--- config.mk ---
export PLATFORM = sky130hd
export DESIGN_NAME = ser_shifter
export DESIGN_NICKNAME = d
export VERILOG_FILES = /design/src/rtl/ss_pkg.sv /design/src/rtl/ss_rate_gen.sv /design/src/rtl/ss_edge_sync.sv /design/src/rtl/ss_bit_counter.sv /design/src/rtl/ser_shifter.sv
export SDC_FILE = /design/constraint.sdc
export NUM_CORES = 1
export LEC_CHECK = 0
export ABC_AREA = 1
export CORE_AREA = 2 2 71 73
export CTS_CLUSTER_SIZE = 30
export DETAILED_ROUTE_END_ITERATION = 10
export DIE_AREA = 0 0 73 75
export PLACE_DENSITY = 0.68
export SLEW_MARGIN = 15
export SYNTH_ARGS = -nofsm -noshare
export SYNTH_HDL_FRONTEND = slang
export SYNTH_SLANG_ARGS = --single-unit
--- constraint.sdc ---
create_clock -name clk -period 2.2 [get_ports clk]
set_input_delay 0.22 -clock clk [delete_from_list [all_inputs] [get_ports clk]]
set_output_delay 0.22 -clock clk [all_outputs]
set_load 0.03 [all_outputs]
--- src/rtl/ss_pkg.sv ---
package ss_pkg;

    typedef enum logic [2:0] {
        M_OFF      = 3'd0,
        M_IN_TMR   = 3'd1,
        M_IN_SYS   = 3'd2,
        M_IN_EXT   = 3'd3,
        M_OUT_FREE = 3'd4,
        M_OUT_TMR  = 3'd5,
        M_OUT_SYS  = 3'd6,
        M_OUT_EXT  = 3'd7
    } ss_mode_e;

    typedef enum logic [1:0] {
        ST_IDLE = 2'd0,
        ST_LOW  = 2'd1,
        ST_HIGH = 2'd2,
        ST_EXT  = 2'd3
    } ss_state_e;

    function automatic logic mode_is_ext(ss_mode_e m);
        return (m == M_IN_EXT) || (m == M_OUT_EXT);
    endfunction

    function automatic logic mode_is_sys(ss_mode_e m);
        return (m == M_IN_SYS) || (m == M_OUT_SYS);
    endfunction

    function automatic logic mode_is_out(ss_mode_e m);
        return (m == M_OUT_FREE) || (m == M_OUT_TMR) ||
               (m == M_OUT_SYS) || (m == M_OUT_EXT);
    endfunction

    function automatic logic mode_is_int(ss_mode_e m);
        return (m != M_OFF) && !mode_is_ext(m);
    endfunction

endpackage

--- src/rtl/ss_rate_gen.sv ---
// Phase divider: one tick every H cycles while running, H = 1 (fast) or N+2.
module ss_rate_gen #(
    parameter int RW = 8
) (
    input  logic          clk,
    input  logic          rst_n,
    input  logic          start,
    input  logic          run,
    input  logic          fast,
    input  logic [RW-1:0] rate_n,
    output logic          tick
);
    localparam int CW = RW + 1;

    logic [CW-1:0] div_q;
    logic [CW-1:0] reload;

    assign reload = fast ? '0 : ({1'b0, rate_n} + CW'(1));
    assign tick   = run && !start && (div_q == '0);

    always_ff @(posedge clk) begin
        if (!rst_n) begin
            div_q <= '0;
        end else if (start) begin
            div_q <= reload;
        end else if (run) begin
            div_q <= (div_q == '0) ? reload : (div_q - CW'(1));
        end
    end

    // in the fast setting a running divider ticks on every cycle
    a_r5_fast_every_cycle: assert property (@(posedge clk) disable iff (!rst_n)
        (run && !start && fast && $past(fast) && $past(run || start)) |-> tick);

endmodule

--- src/rtl/ss_edge_sync.sv ---
// Synchronizer for the external bit clock with rise and fall detection.
module ss_edge_sync #(
    parameter int STAGES = 2
) (
    input  logic clk,
    input  logic rst_n,
    input  logic async_in,
    output logic rise,
    output logic fall
);
    logic [STAGES:0] chain_q;

    generate
        for (genvar i = 0; i <= STAGES; i++) begin : g_stage
            if (i == 0) begin : g_first
                always_ff @(posedge clk) begin
                    if (!rst_n) chain_q[0] <= 1'b1;
                    else        chain_q[0] <= async_in;
                end
            end else begin : g_next
                always_ff @(posedge clk) begin
                    if (!rst_n) chain_q[i] <= 1'b1;
                    else        chain_q[i] <= chain_q[i-1];
                end
            end
        end
    endgenerate

    assign rise = chain_q[STAGES-1] & ~chain_q[STAGES];
    assign fall = ~chain_q[STAGES-1] & chain_q[STAGES];

endmodule

--- src/rtl/ss_bit_counter.sv ---
// Modulo-DW bit counter; last is high while the count sits at DW-1.
module ss_bit_counter #(
    parameter int DW = 8
) (
    input  logic clk,
    input  logic rst_n,
    input  logic clr,
    input  logic inc,
    output logic last
);
    localparam int CW = $clog2(DW);
    localparam logic [CW-1:0] MAXV = CW'(DW - 1);

    logic [CW-1:0] cnt_q;

    assign last = (cnt_q == MAXV);

    always_ff @(posedge clk) begin
        if (!rst_n) begin
            cnt_q <= '0;
        end else if (clr) begin
            cnt_q <= '0;
        end else if (inc) begin
            cnt_q <= last ? '0 : (cnt_q + CW'(1));
        end
    end

    // after the eighth counted bit the count wraps to zero and keeps going
    a_r9_count_wraps: assert property (@(posedge clk) disable iff (!rst_n)
        (inc && !clr && last) |=> (cnt_q == '0));

endmodule

--- src/rtl/ser_shifter.sv ---
module ser_shifter #(
    parameter int DW          = 8,
    parameter int RW          = 8,
    parameter int SYNC_STAGES = 2
) (
    input  logic          clk,
    input  logic          rst_n,
    input  logic [2:0]    mode_sel,
    input  logic [RW-1:0] rate_n,
    input  logic          reg_wr,
    input  logic          reg_rd,
    input  logic [DW-1:0] wr_data,
    output logic [DW-1:0] rd_data,
    input  logic          sclk_in,
    output logic          sclk_out,
    output logic          sclk_oe,
    input  logic          sdata_in,
    output logic          sdata_out,
    output logic          sdata_oe,
    output logic          xfer_flag
);
    import ss_pkg::*;

    ss_mode_e  m;
    ss_state_e st_q, st_d;

    logic [DW-1:0] shreg_q;
    logic          sclk_q;
    logic          sdo_q;
    logic          flag_q;
    logic          samp_pend_q;
    logic          fin_pend_q;

    logic access, start, run, tick;
    logic int_mode, ext_mode, out_mode;
    logic rise_int, fall_int;
    logic ext_rise, ext_fall;
    logic cnt_inc, cnt_last;

    assign m        = ss_mode_e'(mode_sel);
    assign access   = reg_wr | reg_rd;
    assign int_mode = mode_is_int(m);
    assign ext_mode = mode_is_ext(m);
    assign out_mode = mode_is_out(m);
    assign start    = access && int_mode;
    assign run      = (st_q == ST_LOW) || (st_q == ST_HIGH);
    assign rise_int = tick && int_mode && (st_q == ST_LOW);
    assign fall_int = tick && int_mode && (st_q == ST_HIGH);
    assign cnt_inc  = rise_int || (ext_mode && ext_rise);

    ss_rate_gen #(.RW(RW)) u_rate (
        .clk    (clk),
        .rst_n  (rst_n),
        .start  (start),
        .run    (run),
        .fast   (mode_is_sys(m)),
        .rate_n (rate_n),
        .tick   (tick)
    );

    ss_edge_sync #(.STAGES(SYNC_STAGES)) u_sync (
        .clk      (clk),
        .rst_n    (rst_n),
        .async_in (sclk_in),
        .rise     (ext_rise),
        .fall     (ext_fall)
    );

    ss_bit_counter #(.DW(DW)) u_cnt (
        .clk   (clk),
        .rst_n (rst_n),
        .clr   (access),
        .inc   (cnt_inc),
        .last  (cnt_last)
    );

    // Next-state logic
    always_comb begin
        st_d = st_q;
        if (m == M_OFF) begin
            st_d = ST_IDLE;
        end else if (ext_mode) begin
            st_d = ST_EXT;
        end else if (access) begin
            st_d = ST_LOW;
        end else begin
            unique case (st_q)
                ST_IDLE: st_d = ST_IDLE;
                ST_LOW: begin
                    if (tick) begin
                        st_d = (cnt_last && (m != M_OUT_FREE)) ? ST_IDLE : ST_HIGH;
                    end
                end
                ST_HIGH: begin
                    if (tick) st_d = ST_LOW;
                end
                ST_EXT:  st_d = ST_IDLE;
            endcase
        end
    end

    // State register; the generated clock is low only in LOW
    always_ff @(posedge clk) begin
        if (!rst_n) begin
            st_q   <= ST_IDLE;
            sclk_q <= 1'b1;
        end else begin
            st_q   <= st_d;
            sclk_q <= (st_d != ST_LOW);
        end
    end

    // Datapath and flag
    always_ff @(posedge clk) begin
        if (!rst_n) begin
            shreg_q     <= '0;
            sdo_q       <= 1'b0;
            flag_q      <= 1'b0;
            samp_pend_q <= 1'b0;
            fin_pend_q  <= 1'b0;
        end else begin
            samp_pend_q <= rise_int && !out_mode && !access;
            fin_pend_q  <= rise_int && cnt_last && (m != M_OUT_FREE) && !access;

            if (reg_wr) begin
                sdo_q   <= wr_data[DW-1];
                shreg_q <= (start && out_mode) ? {wr_data[DW-2:0], wr_data[DW-1]} : wr_data;
            end else if (reg_rd && start && out_mode) begin
                sdo_q   <= shreg_q[DW-1];
                shreg_q <= {shreg_q[DW-2:0], shreg_q[DW-1]};
            end else if ((fall_int && out_mode) || ((m == M_OUT_EXT) && ext_fall)) begin
                sdo_q   <= shreg_q[DW-1];
                shreg_q <= {shreg_q[DW-2:0], shreg_q[DW-1]};
            end else if ((samp_pend_q && int_mode && !out_mode) ||
                         ((m == M_IN_EXT) && ext_rise)) begin
                shreg_q <= {shreg_q[DW-2:0], sdata_in};
            end

            if (m == M_OFF) begin
                flag_q <= 1'b0;
            end else if (access) begin
                flag_q <= 1'b0;
            end else if (fin_pend_q && (m != M_OUT_FREE)) begin
                flag_q <= 1'b1;
            end else if (ext_mode && cnt_inc && cnt_last) begin
                flag_q <= 1'b1;
            end
        end
    end

    // Outputs
    assign rd_data   = shreg_q;
    assign sclk_out  = sclk_q;
    assign sdata_out = sdo_q;
    assign xfer_flag = flag_q;
    assign sclk_oe   = int_mode;
    assign sdata_oe  = out_mode;

    // the off mode keeps the flag clear and the clock at rest
    a_r1_off_quiet: assert property (@(posedge clk) disable iff (!rst_n)
        (m == M_OFF) |=> (!flag_q && sclk_q));

    // the free-running mode never raises the flag
    a_r8_free_no_flag: assert property (@(posedge clk) disable iff (!rst_n)
        $rose(flag_q) |-> ($past(m) != M_OUT_FREE));

    // when an internal one-shot transfer completes, the clock is parked high
    a_r6_stop_high: assert property (@(posedge clk) disable iff (!rst_n)
        ($rose(flag_q) && mode_is_int($past(m))) |-> sclk_q);

    // data only changes on a clock fall or an access, never while high
    a_r2_data_steady_high: assert property (@(posedge clk) disable iff (!rst_n)
        ((st_q == ST_HIGH) && !$past(access)) |-> $stable(sdo_q));

endmodule

==> impl_results.md <==
* Largest net degree at the start of global routing at 20
* Largest area contributor in the synthesized netlist: dfxtp_1
* Cell at the root of the clock tree: clkbuf_8
* Overall overflow remaining after global route at 0
* Port Buffer Count at 37
* Netlist cell types at 35
* Number of failing hold endpoints at the final stage at 0
* Worst voltage drop across the vdd grid at roughly 260 uV
* Crit end category: flip-flop
* Post-cts sizing count at 0
* Critical path arrival at around 1900 ps
* Slew Limit Fails at 0
* Worst clock skew at between 7 and 8 ps
* Drt drc at 0
* Core Rows at 25
* CP Class: flip-flop to flip-flop
* Setup TNS at 0 ps
* Fraction of final layout cells sized beyond drive strength 1 at 0.134
* Transition time of the tightest slew-check pin at between 300 and 400 ps
* Max-cap check violation count at 0
* CTS tree: yes
* Leading cell types in the layout, fill and taps excluded: 65 x nand2_1, 39 x inv_1, 36 x nor2_1, 36 x clkdlybuf4s50_1, 30 x dfxtp_1
* Latest clock arrival within the worst-skew pair at 280 ps
* Via count of the first global-routing pass at around 1,800
* Overall die height at roughly 75 um
* Depth of the CTS H-tree at 2
* Total vias in the final route at between 1,500 and 2,000
* Die Footprint at between 0.005 and 0.006 mm2
* CTS Hold Bufs at 0
* WL/cell at between 10 and 15 um
* Kind of start point of the critical path: flip-flop
* Global router's overall resource usage at 0.184
* Floorplan Core Area at 0.00466 mm2
* Leakage component of the power at between 0.001 and 0.0015 uW
* Deepest clock path buffer count at 2
* Detail Route Antenna Nets at 0
* Remaining max-slew budget at the tightest pin at 0.745
* Post-synthesis net count at 336
* Initial antenna violation count at 0
* DR pass1 iterations at 4
* Total of fill cells in the finished design at 473
* Yosys warning count at 0
* EDFF count, synth at 0
* Global-route wire length before repair at slightly below 8000 um
* Antenna diodes at 0
* Fin crit share at 0.776
* Clock sink count at 30
* Required time at the endpoint of the critical path at about 2400 ps
* Power per Cell Area at between 600 and 700 mW/mm2
* Per-instance average area after synthesis at around 6.7 um2
* Layout-stage area growth over the synthesis result at 24.4%
* Post-Route Hold Slack at 413 ps
* Wirelength, routed at 4610 um
* Min-Delay Path Depth at 1
* Worst Reg2Reg Path Length in Cells at 11
* Starting density of the core at 0.436
* Final Net Count at about 380
* Die width at approximately 73 um
* Number of flip-flops and latches in the synthesized netlist at 30
* Biggest fanout along the worst timing path at 5
* # setup viols final at 0
* Number of buffers created by CTS at 5
* Average vias per placed instance at 4.94
* Post-synthesis sequential area ratio at 0.296
* Netlist area before placement at just over 0.002 mm2
* Most frequent standard cell in the layout excluding fill and tap cells: nand2_1
* Prevailing post-synth register cell: dfxtp_1
* Final critical delay including setup and external delays at approximately 1700 ps
* Synthesized instance count at 303
* Detailed router's first-iteration violation count at 94
* Result of the run: finished clean
* Area fraction of the dominant cell type after synthesis at 0.296
* Setup repair after global routing missed its margin: false
* I/O pins at 38
* Final RePlAce weighted congestion at between 0.8 and 0.9
* Dpl hpwl at ~3500 um
* Post-synthesis async set-or-reset flop share at 0
* Clock transition at the registers of the reported paths at 60 ps
* Top area cells in the synthesized netlist: dfxtp_1 30%, nand2_1 12%, inv_1 7.2%
* Number of setup buffers added after CTS at 0
* Maximum clock frequency at roughly 590 MHz
* Hold Crit Class: flip-flop to flip-flop
-- worst max-delay path: stages, from the launching register on --
cell	delay, ps
dfxtp_1	320
inv_1	130
ha_1	180
nand2_1	60
nor2_1	100
nand2_1	120
nor2_2	170
nand4_1	160
nand2_1	170
inv_1	70
nor2_1	80
nor2_1	50
-- layout make-up --
class | instances | area (um2) | area share
multi-input cells | 216 | 1190 | 0.470
inverters | 48 | 183 | 0.0722
well taps | 54 | 67.6 | 0.0267
clock inverters | 1 | 5.00 | 0.00198
repair buffers | 41 | 398 | 0.157
clock buffers | 7 | 86.3 | 0.0341
flip-flops and latches | 30 | 601 | 0.238
-- where the power goes --
group          internal (uW)  total (uW)  switching (uW)
clock network            252         458             206
logic                    233         580             347
registers                593         626            32.9
-- through the flow --
step           instance area, um2  cells  utilization  worst slack, ps  power (uW)
2_1_floorplan                2030    303            -              649        1050
3_3_place_gp                 2440    389        0.523              266        1210
3_5_place_dp                 2440    389        0.523              244        1210
4_1_cts                      2530    397        0.543              508        1680
5_1_grt                      2530    397        0.543              262        1780
6_report                     2530    397        0.543              492        1660
-- kinds of logic after synthesis --
logic type,Yosys count,share of synthesized area
and+or+nand+nor,159,0.375
xor gates and xnor gates,9,0.0388
buffers and inverters,57,0.119
AOI/OAI and AO/OA,40,0.122
DFF,30,0.296
adders and majority gates,8,0.0493
-- path summary, 6_finish.rpt --
kind                      from  slack, ps                end
min          u_sync.chain_q[0]        410  u_sync.chain_q[1]
max reg2reg    u_rate.div_q[0]        490     u_cnt.cnt_q[2]
max            u_rate.div_q[0]        490     u_cnt.cnt_q[2]
min reg2reg  u_sync.chain_q[0]        410  u_sync.chain_q[1]
-- cells in the mapped netlist, types with 3 or more instances --
cell and n:
a21oi_1 4, buf_2 3, buf_6 3, clkbuf_1 3, dfxtp_1 30, ha_1 8
inv_1 39, inv_2 8, nand2_1 65, nand2_2 5, nand3_1 19, nand3b_1 3
nand4_1 8, nor2_1 36, nor2_2 8, nor3_1 5, o211ai_1 6, o21ai_0 17
o21ai_1 3, or2_2 4, xor2_1 7
-- routing by layer --
layer | GRT usage | routed length (um) | share of wire
met5 | 0 | 0 | 0
met2 | 0.293 | 2060 | 0.45
met4 | 0.0700 | 99 | 0.021
met3 | 0.0442 | 215 | 0.047
met1 | 0.241 | 2230 | 0.48
-- flip-flops by register name, summed over array words and instances, names as in the netlist --
signal and flops:
u_rate.div_q 9, rd_data 8, u_cnt.cnt_q 3, u_sync.chain_q 3, st_q 2, fin_pend_q 1, samp_pend_q 1, sclk_out 1
sdata_out 1, xfer_flag 1
Power figures use the tool's default switching activity.
